## src/rtl/xb_pkg.sv

```systemverilog
package xb_pkg;

   typedef enum logic [2:0] {
      XB_IDLE,
      XB_WIPE,
      XB_FILL,
      XB_DROP_LOCAL,
      XB_DROP_PAGE,
      XB_STEP
   } xb_op_e;

   // One command per cycle, fixed priority.
   function automatic xb_op_e xb_pick_op(input logic wipe, input logic fill,
                                         input logic drop_local, input logic drop_page,
                                         input logic step);
      if (wipe)            return XB_WIPE;
      else if (fill)       return XB_FILL;
      else if (drop_local) return XB_DROP_LOCAL;
      else if (drop_page)  return XB_DROP_PAGE;
      else if (step)       return XB_STEP;
      else                 return XB_IDLE;
   endfunction

endpackage

```

## src/rtl/xb_match.sv

```systemverilog
module xb_match #(
   parameter int N     = 8,
   parameter int VPN_W = 20,
   parameter int ASN_W = 8
)(
   input  logic [N-1:0]            ent_vld,
   input  logic [N-1:0]            ent_glb,
   input  logic [N-1:0][VPN_W-1:0] ent_vpn,
   input  logic [N-1:0][ASN_W-1:0] ent_asn,
   input  logic [VPN_W-1:0]        key_vpn,
   input  logic [ASN_W-1:0]        key_asn,
   output logic [N-1:0]            hit_vec
);

   for (genvar i = 0; i < N; i++) begin : g_cmp
      assign hit_vec[i] = ent_vld[i] && (ent_vpn[i] == key_vpn) &&
                          (ent_glb[i] || (ent_asn[i] == key_asn));
   end

endmodule

```

## src/rtl/xb_first.sv

```systemverilog
module xb_first #(
   parameter int N     = 8,
   parameter int IDX_W = 3
)(
   input  logic [N-1:0]     req,
   output logic             any,
   output logic [IDX_W-1:0] idx
);

   // Scan downward so the lowest set bit is the last one written.
   always_comb begin
      any = 1'b0;
      idx = '0;
      for (int i = N - 1; i >= 0; i--) begin
         if (req[i]) begin
            any = 1'b1;
            idx = IDX_W'(i);
         end
      end
   end

endmodule

```

## src/rtl/xb_recent.sv

```systemverilog
module xb_recent #(
   parameter int N     = 8,
   parameter int DEPTH = 3,
   parameter int IDX_W = 3
)(
   input  logic             clk,
   input  logic             rst_n,
   input  logic             clear,
   input  logic             probe,
   input  logic [N-1:0]     match_vec,
   input  logic             full_any,
   input  logic [IDX_W-1:0] full_idx,
   output logic             sel_hit,
   output logic [IDX_W-1:0] sel_idx
);

   logic [DEPTH-1:0]            s_vld;
   logic [DEPTH-1:0][IDX_W-1:0] s_idx;
   logic                        sc_any;
   logic [IDX_W-1:0]            sc_pick;
   logic                        promote;

   always_comb begin
      sc_any  = 1'b0;
      sc_pick = '0;
      for (int k = DEPTH - 1; k >= 0; k--) begin
         if (s_vld[k] && match_vec[s_idx[k]]) begin
            sc_any  = 1'b1;
            sc_pick = s_idx[k];
         end
      end
   end

   assign promote = probe && !sc_any && full_any;
   assign sel_hit = sc_any || full_any;
   assign sel_idx = sc_any ? sc_pick : full_idx;

   if (DEPTH == 1) begin : g_single
      always_ff @(posedge clk or negedge rst_n) begin
         if (!rst_n) begin
            s_vld <= '0;
            s_idx <= '0;
         end else if (clear) begin
            s_vld <= '0;
         end else if (promote) begin
            s_vld <= 1'b1;
            s_idx <= full_idx;
         end
      end
   end else begin : g_shift
      always_ff @(posedge clk or negedge rst_n) begin
         if (!rst_n) begin
            s_vld <= '0;
            s_idx <= '0;
         end else if (clear) begin
            s_vld <= '0;
         end else if (promote) begin
            s_vld <= {s_vld[DEPTH-2:0], 1'b1};
            s_idx <= {s_idx[DEPTH-2:0], full_idx};
         end
      end
   end

endmodule

```

## src/rtl/assoc_xlate_buf.sv

```systemverilog
module assoc_xlate_buf
   import xb_pkg::*;
#(
   parameter int ENTRIES = 8,
   parameter int VPN_W   = 20,
   parameter int OFFS_W  = 13,
   parameter int ASN_W   = 8,
   parameter int PPN_W   = 20,
   parameter int MODE_W  = 4,
   parameter int RECENT  = 3,
   localparam int IDX_W  = $clog2(ENTRIES),
   localparam int VA_W   = VPN_W + OFFS_W
)(
   input  logic              clk,
   input  logic              rst_n,
   input  logic              lk_req,
   input  logic [VPN_W-1:0]  lk_vpn,
   input  logic [ASN_W-1:0]  lk_asn,
   output logic              lk_vld,
   output logic              lk_hit,
   output logic [IDX_W-1:0]  lk_idx,
   output logic [PPN_W-1:0]  lk_ppn,
   output logic [MODE_W-1:0] lk_rd_en,
   output logic [MODE_W-1:0] lk_wr_en,
   output logic              lk_rd_trap,
   output logic              lk_wr_trap,
   output logic              lk_glob,
   input  logic              ins_req,
   input  logic [VA_W-1:0]   ins_va,
   input  logic [ASN_W-1:0]  ins_asn,
   input  logic              ins_glob,
   input  logic [PPN_W-1:0]  ins_ppn,
   input  logic [MODE_W-1:0] ins_rd_en,
   input  logic [MODE_W-1:0] ins_wr_en,
   input  logic              ins_rd_trap,
   input  logic              ins_wr_trap,
   input  logic              flush_all,
   input  logic              flush_local,
   input  logic              flush_page,
   input  logic [VA_W-1:0]   flush_va,
   input  logic [ASN_W-1:0]  flush_asn,
   input  logic              rd_adv,
   output logic [IDX_W-1:0]  rd_ptr,
   output logic              rd_valid,
   output logic [VPN_W-1:0]  rd_vpn,
   output logic [ASN_W-1:0]  rd_asn,
   output logic              rd_glob,
   output logic [PPN_W-1:0]  rd_ppn
);

   localparam logic [IDX_W-1:0] LAST = IDX_W'(ENTRIES - 1);

   if (ENTRIES < 2) begin : g_chk_entries
      $error("assoc_xlate_buf: ENTRIES must be at least 2");
   end
   if (RECENT < 1 || RECENT > ENTRIES) begin : g_chk_recent
      $error("assoc_xlate_buf: RECENT must lie in 1..ENTRIES");
   end
   if (VPN_W < 1 || OFFS_W < 1 || ASN_W < 1 || PPN_W < 1 || MODE_W < 1) begin : g_chk_widths
      $error("assoc_xlate_buf: field widths must be positive");
   end

   // slot storage
   logic [ENTRIES-1:0]             e_vld, e_glb, e_rtp, e_wtp;
   logic [ENTRIES-1:0][VPN_W-1:0]  e_vpn;
   logic [ENTRIES-1:0][ASN_W-1:0]  e_asn;
   logic [ENTRIES-1:0][PPN_W-1:0]  e_ppn;
   logic [ENTRIES-1:0][MODE_W-1:0] e_rde, e_wre;
   logic [IDX_W-1:0]               vptr, vptr_nxt;

   xb_op_e            op;
   logic              maint;
   logic [ENTRIES-1:0] lk_vec, page_vec;
   logic              full_any, sel_hit;
   logic [IDX_W-1:0]  full_idx, sel_idx;
   logic              unused_offs;

   assign unused_offs = ^{ins_va[OFFS_W-1:0], flush_va[OFFS_W-1:0]};

   assign op       = xb_pick_op(flush_all, ins_req, flush_local, flush_page, rd_adv);
   assign maint    = (op == XB_WIPE) || (op == XB_FILL) ||
                     (op == XB_DROP_LOCAL) || (op == XB_DROP_PAGE);
   assign vptr_nxt = (vptr == LAST) ? '0 : vptr + 1'b1;

   xb_match #(.N(ENTRIES), .VPN_W(VPN_W), .ASN_W(ASN_W)) u_lk_match (
      .ent_vld (e_vld),
      .ent_glb (e_glb),
      .ent_vpn (e_vpn),
      .ent_asn (e_asn),
      .key_vpn (lk_vpn),
      .key_asn (lk_asn),
      .hit_vec (lk_vec)
   );

   xb_match #(.N(ENTRIES), .VPN_W(VPN_W), .ASN_W(ASN_W)) u_pg_match (
      .ent_vld (e_vld),
      .ent_glb (e_glb),
      .ent_vpn (e_vpn),
      .ent_asn (e_asn),
      .key_vpn (flush_va[VA_W-1:OFFS_W]),
      .key_asn (flush_asn),
      .hit_vec (page_vec)
   );

   xb_first #(.N(ENTRIES), .IDX_W(IDX_W)) u_first (
      .req (lk_vec),
      .any (full_any),
      .idx (full_idx)
   );

   xb_recent #(.N(ENTRIES), .DEPTH(RECENT), .IDX_W(IDX_W)) u_recent (
      .clk       (clk),
      .rst_n     (rst_n),
      .clear     (maint),
      .probe     (lk_req),
      .match_vec (lk_vec),
      .full_any  (full_any),
      .full_idx  (full_idx),
      .sel_hit   (sel_hit),
      .sel_idx   (sel_idx)
   );

   // slot updates
   always_ff @(posedge clk or negedge rst_n) begin
      if (!rst_n) begin
         e_vld <= '0; e_glb <= '0; e_rtp <= '0; e_wtp <= '0;
         e_vpn <= '0; e_asn <= '0; e_ppn <= '0; e_rde <= '0; e_wre <= '0;
      end else begin
         for (int i = 0; i < ENTRIES; i++) begin
            case (op)
               XB_WIPE: begin
                  e_vld[i] <= 1'b0; e_glb[i] <= 1'b0; e_rtp[i] <= 1'b0; e_wtp[i] <= 1'b0;
                  e_vpn[i] <= '0;   e_asn[i] <= '0;   e_ppn[i] <= '0;
                  e_rde[i] <= '0;   e_wre[i] <= '0;
               end
               XB_FILL: begin
                  if (vptr == IDX_W'(i)) begin
                     e_vld[i] <= 1'b1;
                     e_vpn[i] <= ins_va[VA_W-1:OFFS_W];
                     e_asn[i] <= ins_asn;
                     e_glb[i] <= ins_glob;
                     e_ppn[i] <= ins_ppn;
                     e_rde[i] <= ins_rd_en;
                     e_wre[i] <= ins_wr_en;
                     e_rtp[i] <= ins_rd_trap;
                     e_wtp[i] <= ins_wr_trap;
                  end
               end
               XB_DROP_LOCAL: if (!e_glb[i]) e_vld[i] <= 1'b0;
               XB_DROP_PAGE:  if (page_vec[i]) e_vld[i] <= 1'b0;
               default: ;
            endcase
         end
      end
   end

   // victim pointer
   always_ff @(posedge clk or negedge rst_n) begin
      if (!rst_n)                             vptr <= '0;
      else if (op == XB_WIPE)                 vptr <= '0;
      else if (op == XB_FILL || op == XB_STEP) vptr <= vptr_nxt;
   end

   // registered lookup response
   always_ff @(posedge clk or negedge rst_n) begin
      if (!rst_n) begin
         lk_vld <= 1'b0; lk_hit <= 1'b0; lk_idx <= '0; lk_ppn <= '0;
         lk_rd_en <= '0; lk_wr_en <= '0; lk_rd_trap <= 1'b0; lk_wr_trap <= 1'b0;
         lk_glob <= 1'b0;
      end else begin
         lk_vld <= lk_req;
         if (lk_req && sel_hit) begin
            lk_hit     <= 1'b1;
            lk_idx     <= sel_idx;
            lk_ppn     <= e_ppn[sel_idx];
            lk_rd_en   <= e_rde[sel_idx];
            lk_wr_en   <= e_wre[sel_idx];
            lk_rd_trap <= e_rtp[sel_idx];
            lk_wr_trap <= e_wtp[sel_idx];
            lk_glob    <= e_glb[sel_idx];
         end else begin
            lk_hit <= 1'b0; lk_idx <= '0; lk_ppn <= '0;
            lk_rd_en <= '0; lk_wr_en <= '0; lk_rd_trap <= 1'b0; lk_wr_trap <= 1'b0;
            lk_glob <= 1'b0;
         end
      end
   end

   assign rd_ptr   = vptr;
   assign rd_valid = e_vld[vptr];
   assign rd_vpn   = e_vpn[vptr];
   assign rd_asn   = e_asn[vptr];
   assign rd_glob  = e_glb[vptr];
   assign rd_ppn   = e_ppn[vptr];

endmodule

```

## config.mk

```make
export PLATFORM = sky130hd
export DESIGN_NAME = assoc_xlate_buf
export DESIGN_NICKNAME = d
export VERILOG_FILES = /design/src/rtl/xb_pkg.sv /design/src/rtl/xb_match.sv /design/src/rtl/xb_first.sv /design/src/rtl/xb_recent.sv /design/src/rtl/assoc_xlate_buf.sv
export SDC_FILE = /design/constraint.sdc
export NUM_CORES = 2
export LEC_CHECK = 0
export BUFFER_PORTS_ARGS = -buffer_cell sky130_fd_sc_hd__clkbuf_2
export CAP_MARGIN = 20
export CORE_UTILIZATION = 30
export CTS_CLUSTER_DIAMETER = 40
export CTS_CLUSTER_SIZE = 8
export DETAILED_ROUTE_END_ITERATION = 6
export GPL_TIMING_DRIVEN = 0
export PLACE_DENSITY = 0.46
export SLEW_MARGIN = 20
export SYNTH_ARGS = -nofsm -noshare
export SYNTH_HDL_FRONTEND = slang
export SYNTH_SLANG_ARGS = --single-unit
```

## constraint.sdc

```tcl
create_clock -name clk -period 4.2 [get_ports clk]
set_input_delay 0.42 -clock clk [delete_from_list [all_inputs] [get_ports clk]]
set_output_delay 0.42 -clock clk [all_outputs]
set_load 0.05 [all_outputs]
```

==> summary.txt <==
Critical path
  – WP data required: around 4.8 ns
  – CP endpoint kind: flop
  – Worst Path Arrival: 4.84 ns
  – CP startpoint: e_vpn[5]$_DFFE_PN0P_
  – Worst Reg2Reg Path Length in Cells: 13
  – CP Max Fanout: 7
  – Critical Path Source Type: flop
  – Worst reg2reg path endpoint: lk_glob$_DFF_PN0_
  – Worst flop-to-flop path startpoint: e_vpn[5]$_DFFE_PN0P_
  – Worst Path Class, Setup: reg2reg
  – Critical Path End: lk_glob$_DFF_PN0_
  – Setup slack, reg-to-reg: -0.08 ns

Drt
  – Total wire length: between 100,000 and 150,000 um
  – DRT iter0 DRCs: 2,686
  – Routed Antenna Nets: 0
  – # DRC: 0
  – 1st-pass router iterations: 6
  – Via density: 5.46
  – Via count: 26.9k
  – Avg WL per Cell: 28.1 um

Worst hold path
  – Min-delay worst type: in2reg
  – Hold depth: 3

Die
  – Die height: 322 um
  – Floorplan row count: around 120
  – Die W: 322 um
  – Die ar.: 103,000 um2
  – Initial core utilization: 30.4%
  – Core Box Area: 101,000 um2
  – # IOs: 238

Clock tree
  – CTS buffer count: 104
  – # clock sinks: 531
  – CTS Buffer Depth: 3
  – CTS tree: built
  – H-tree depth: 3
  – CTS clk-pin slew, worst paths: 0.05 ns
  – Root buffer cell: clkbuf_16
  – Skew-Pair Late Insertion Delay: 0.71 ns

Global route
  – Gr usage total: around a quarter
  – Vias in the first global route: 26.9k
  – GR Overflow Total: 0
  – Largest net degree at the start of global routing: 86
  – Global-route wire length before repair: 199,000 um
  – Initial antenna violation count: 3

Yosys
  – Synthesized instance count: 3,177
  – Avg Inst Size Synth: approximately 9.7 um2
  – Synth Register Bits: 531
  – Sequential element share of the synthesized area: between 40% and 50%
  – Commonest register cell after synthesis: dfrtp_1
  – Post-synth EDFFs: 0
  – YS warnings: 0
  – Net count after synthesis: 3,332
  – Synth cell types: between 80 and 90
  – Post-synth ARST share: 100%
  – Cell area after synthesis: 30,700 um2

Timing
  – # setup viols final: 11
  – Highest attainable clock frequency: approximately 230 MHz
  – RSZ-0062 raised after global routing: yes
  – Minimum clock period after layout: 4.28 ns
  – Worst slew pin tran: around 1.1 ns
  – Worst rel slew slack: 27.9%
  – Tcrit/Tclk final: 102%
  – Skew final: 0.0904 ns
  – Hold Fails Final Rpt: 0
  – Final slew viol count: 0
  – Post-route setup slack: -0.0850 ns
  – Hold_ws: 0.131 ns

Placed design
  – Placed cells: 4,705
  – Dpl hpwl: 102,000 um
  – Routability Congestion: 0.956
  – I/O Buffers: 153

Run
  – # Max-Cap Violations: 0

Finish
  – Fin cells: just under 5k
  – Share of cells above drive strength 1: approximately 21%
  – Area growth syn-to-layout: 25.4%
  – Post-layout net count: 3,655
  – Number of fill cells: slightly above 10k

Pwr
  – PwrDens: 454 nW/um2
  – Static Leak: 16.0 nW
  – Worst vdd ir: 0.329 mV

Status
  – Failing checks: negative setup slack
  – Status: finished with violations
[Yosys cell counts, types with 6 or more instances]
| cell type | instances | area (um2) |
|---|---|---|
| dfrtp_1 | 531 | 13300 |
| ha_1 | 6 | 75.1 |
| xnor2_1 | 248 | 2170 |
| a211oi_1 | 40 | 300 |
| nand2_1 | 718 | 2700 |
| o21ai_0 | 488 | 2440 |
| a211oi_2 | 27 | 338 |
| nand4b_1 | 6 | 52.6 |
| nand3_1 | 24 | 120 |
| nor2_1 | 31 | 116 |
| nor3_1 | 6 | 30.0 |
| inv_1 | 14 | 52.6 |
| mux2_2 | 8 | 90.1 |
| a221o_1 | 31 | 310 |
| buf_2 | 18 | 90.1 |
| mux2i_1 | 97 | 971 |
| xor2_1 | 197 | 1730 |
| nand4_1 | 92 | 576 |
| buf_4 | 26 | 195 |
| a21oi_1 | 32 | 160 |
| buf_6 | 10 | 113 |
| and3_1 | 8 | 50.1 |
| clkbuf_1 | 177 | 664 |
| nor2b_1 | 41 | 257 |
| nor4_1 | 66 | 413 |
| mux4_2 | 100 | 2250 |
| buf_1 | 16 | 60.1 |
| or4_1 | 10 | 75.1 |
[critical path, stage by stage (launching register included)]
cell,delay [ns]
dfrtp_2,0.44
xnor2_1,0.18
nand4_1,0.16
or4_4,0.69
nor4_4,0.33
a2111oi_4,0.11
a211oi_4,0.41
a311oi_2,0.09
a221o_1,0.50
buf_6,0.22
buf_12,0.15
mux2i_1,0.12
a221o_1,0.40
a211oi_4,0.32
[worst min-delay path by stage]
stage / start / endpoint
final: ins_ppn[5] / e_ppn[5]$_DFFE_PN0P_
after global routing: ins_ppn[13] / e_ppn[13]$_DFFE_PN0P_
after CTS: ins_ppn[5] / e_ppn[5]$_DFFE_PN0P_
after detailed placement: rst_n / e_vpn[9]$_DFFE_PN0P_
after global placement: e_wre[22]$_DFFE_PN0P_ / e_wre[22]$_DFFE_PN0P_
after floorplan: rst_n / e_asn[0]$_DFFE_PN0P_
[registers in the layout, summed over array words and instances (netlist names), 3 cells and up]
name and count:
e_asn 64, e_glb 8, e_ppn 160, e_rde 32, e_rtp 8, e_vld 8
e_vpn 160, e_wre 32, e_wtp 8, lk_idx 3, lk_ppn 20, lk_rd_en 4
lk_wr_en 4, rd_ptr 3, u_recent.s_idx 9, u_recent.s_vld 3
[layer usage]
layer	wire length (um)	vias to the layer above	GRT usage [%]
li1	-	11800	-
met1	62300	13800	37.7
met2	61200	1036	40.6
met3	9430	235	4.60
met4	5510	6	10.3
met5	23	-	0
[layout make-up]
cell class | count | area [um2] | area share, %
Antenna cell | 3 | 7.51 | 0.0195
Buffer | 241 | 1300 | 3.38
Tap cell | 1357 | 1700 | 4.42
Timing Repair Buffer | 227 | 1560 | 4.07
Multi-Input combinational cell | 2380 | 16800 | 43.7
Clock buffer | 128 | 2820 | 7.34
Sequential cell | 531 | 13300 | 34.6
Inverter | 15 | 56.3 | 0.146
Clock inverter | 51 | 878 | 2.28
[through the flow]
step | instance area [um2] | setup TNS (ns) | util [%] | worst slack (ns) | power (W)
after CTS | 37900 | -0.0229 | 37.6 | -0.0229 | 0.0175
after detailed placement | 33500 | -149.67 | 33.3 | -1.32 | 0.00857
after global routing | 38400 | -0.892 | 38.2 | -0.0796 | 0.0180
after global placement | 33100 | -6210.98 | 32.9 | -10.77 | 0.00852
final | 38400 | -0.343 | 38.2 | -0.0850 | 0.0174
after floorplan | 30700 | 0 | - | 0.586 | 0.00739
[what timing repair did]
item,in CTS,in global routing
buffers inserted,28,26
pin swaps,26,23
resized for setup,102,91
hold endpoints to repair,31,0
endpoints found under the setup margin,353,85
hold buffers,2,0
[power by group]
| group | total, W | leakage (nW) | switching (W) | internal, W |
|---|---|---|---|---|
| sequential | 0.00587 | 7.14 | 0.000443 | 0.00542 |
| clock | 0.00884 | 1.78 | 0.00298 | 0.00586 |
| combinational | 0.00274 | 7.09 | 0.00184 | 0.000900 |
[cell families after synthesis]
| group | count (synthesis) | synth area share [%] |
|---|---|---|
| multiplexers | 205 | 10.8 |
| AND/OR/NAND/NOR | 1043 | 15.4 |
| XOR/XNOR | 446 | 12.8 |
| AO/OA/AOI/OAI | 680 | 13.4 |
| buffers and inverters | 266 | 4.01 |
| adder cells (fa/ha/maj) | 6 | 0.245 |
| flip-flops | 531 | 43.3 |
[cells in the final DEF, fill, tap and decap left out, types with 17 or more instances in the layout]
master | synthesis | routed
dfrtp_1 | 531 | 505
a211oi_1 | 40 | 29
nand2_1 | 718 | 717
clkbuf_16 | 0 | 104
xnor2_2 | 1 | 17
a211oi_2 | 27 | 32
nor2b_1 | 41 | 40
nor4_1 | 66 | 60
mux4_2 | 100 | 100
mux2i_1 | 97 | 93
buf_6 | 10 | 24
nand4_1 | 92 | 92
a221o_1 | 31 | 31
clkbuf_1 | 177 | 157
bufinv_16 | 0 | 18
nand3_1 | 24 | 24
xor2_1 | 197 | 190
dfrtp_2 | 0 | 26
a21oi_1 | 32 | 27
xnor2_1 | 248 | 231
o21ai_0 | 488 | 488
nor2_1 | 31 | 29
buf_4 | 26 | 77
clkbuf_2 | 1 | 172
Note: power is estimated with default switching activity, not from simulation.
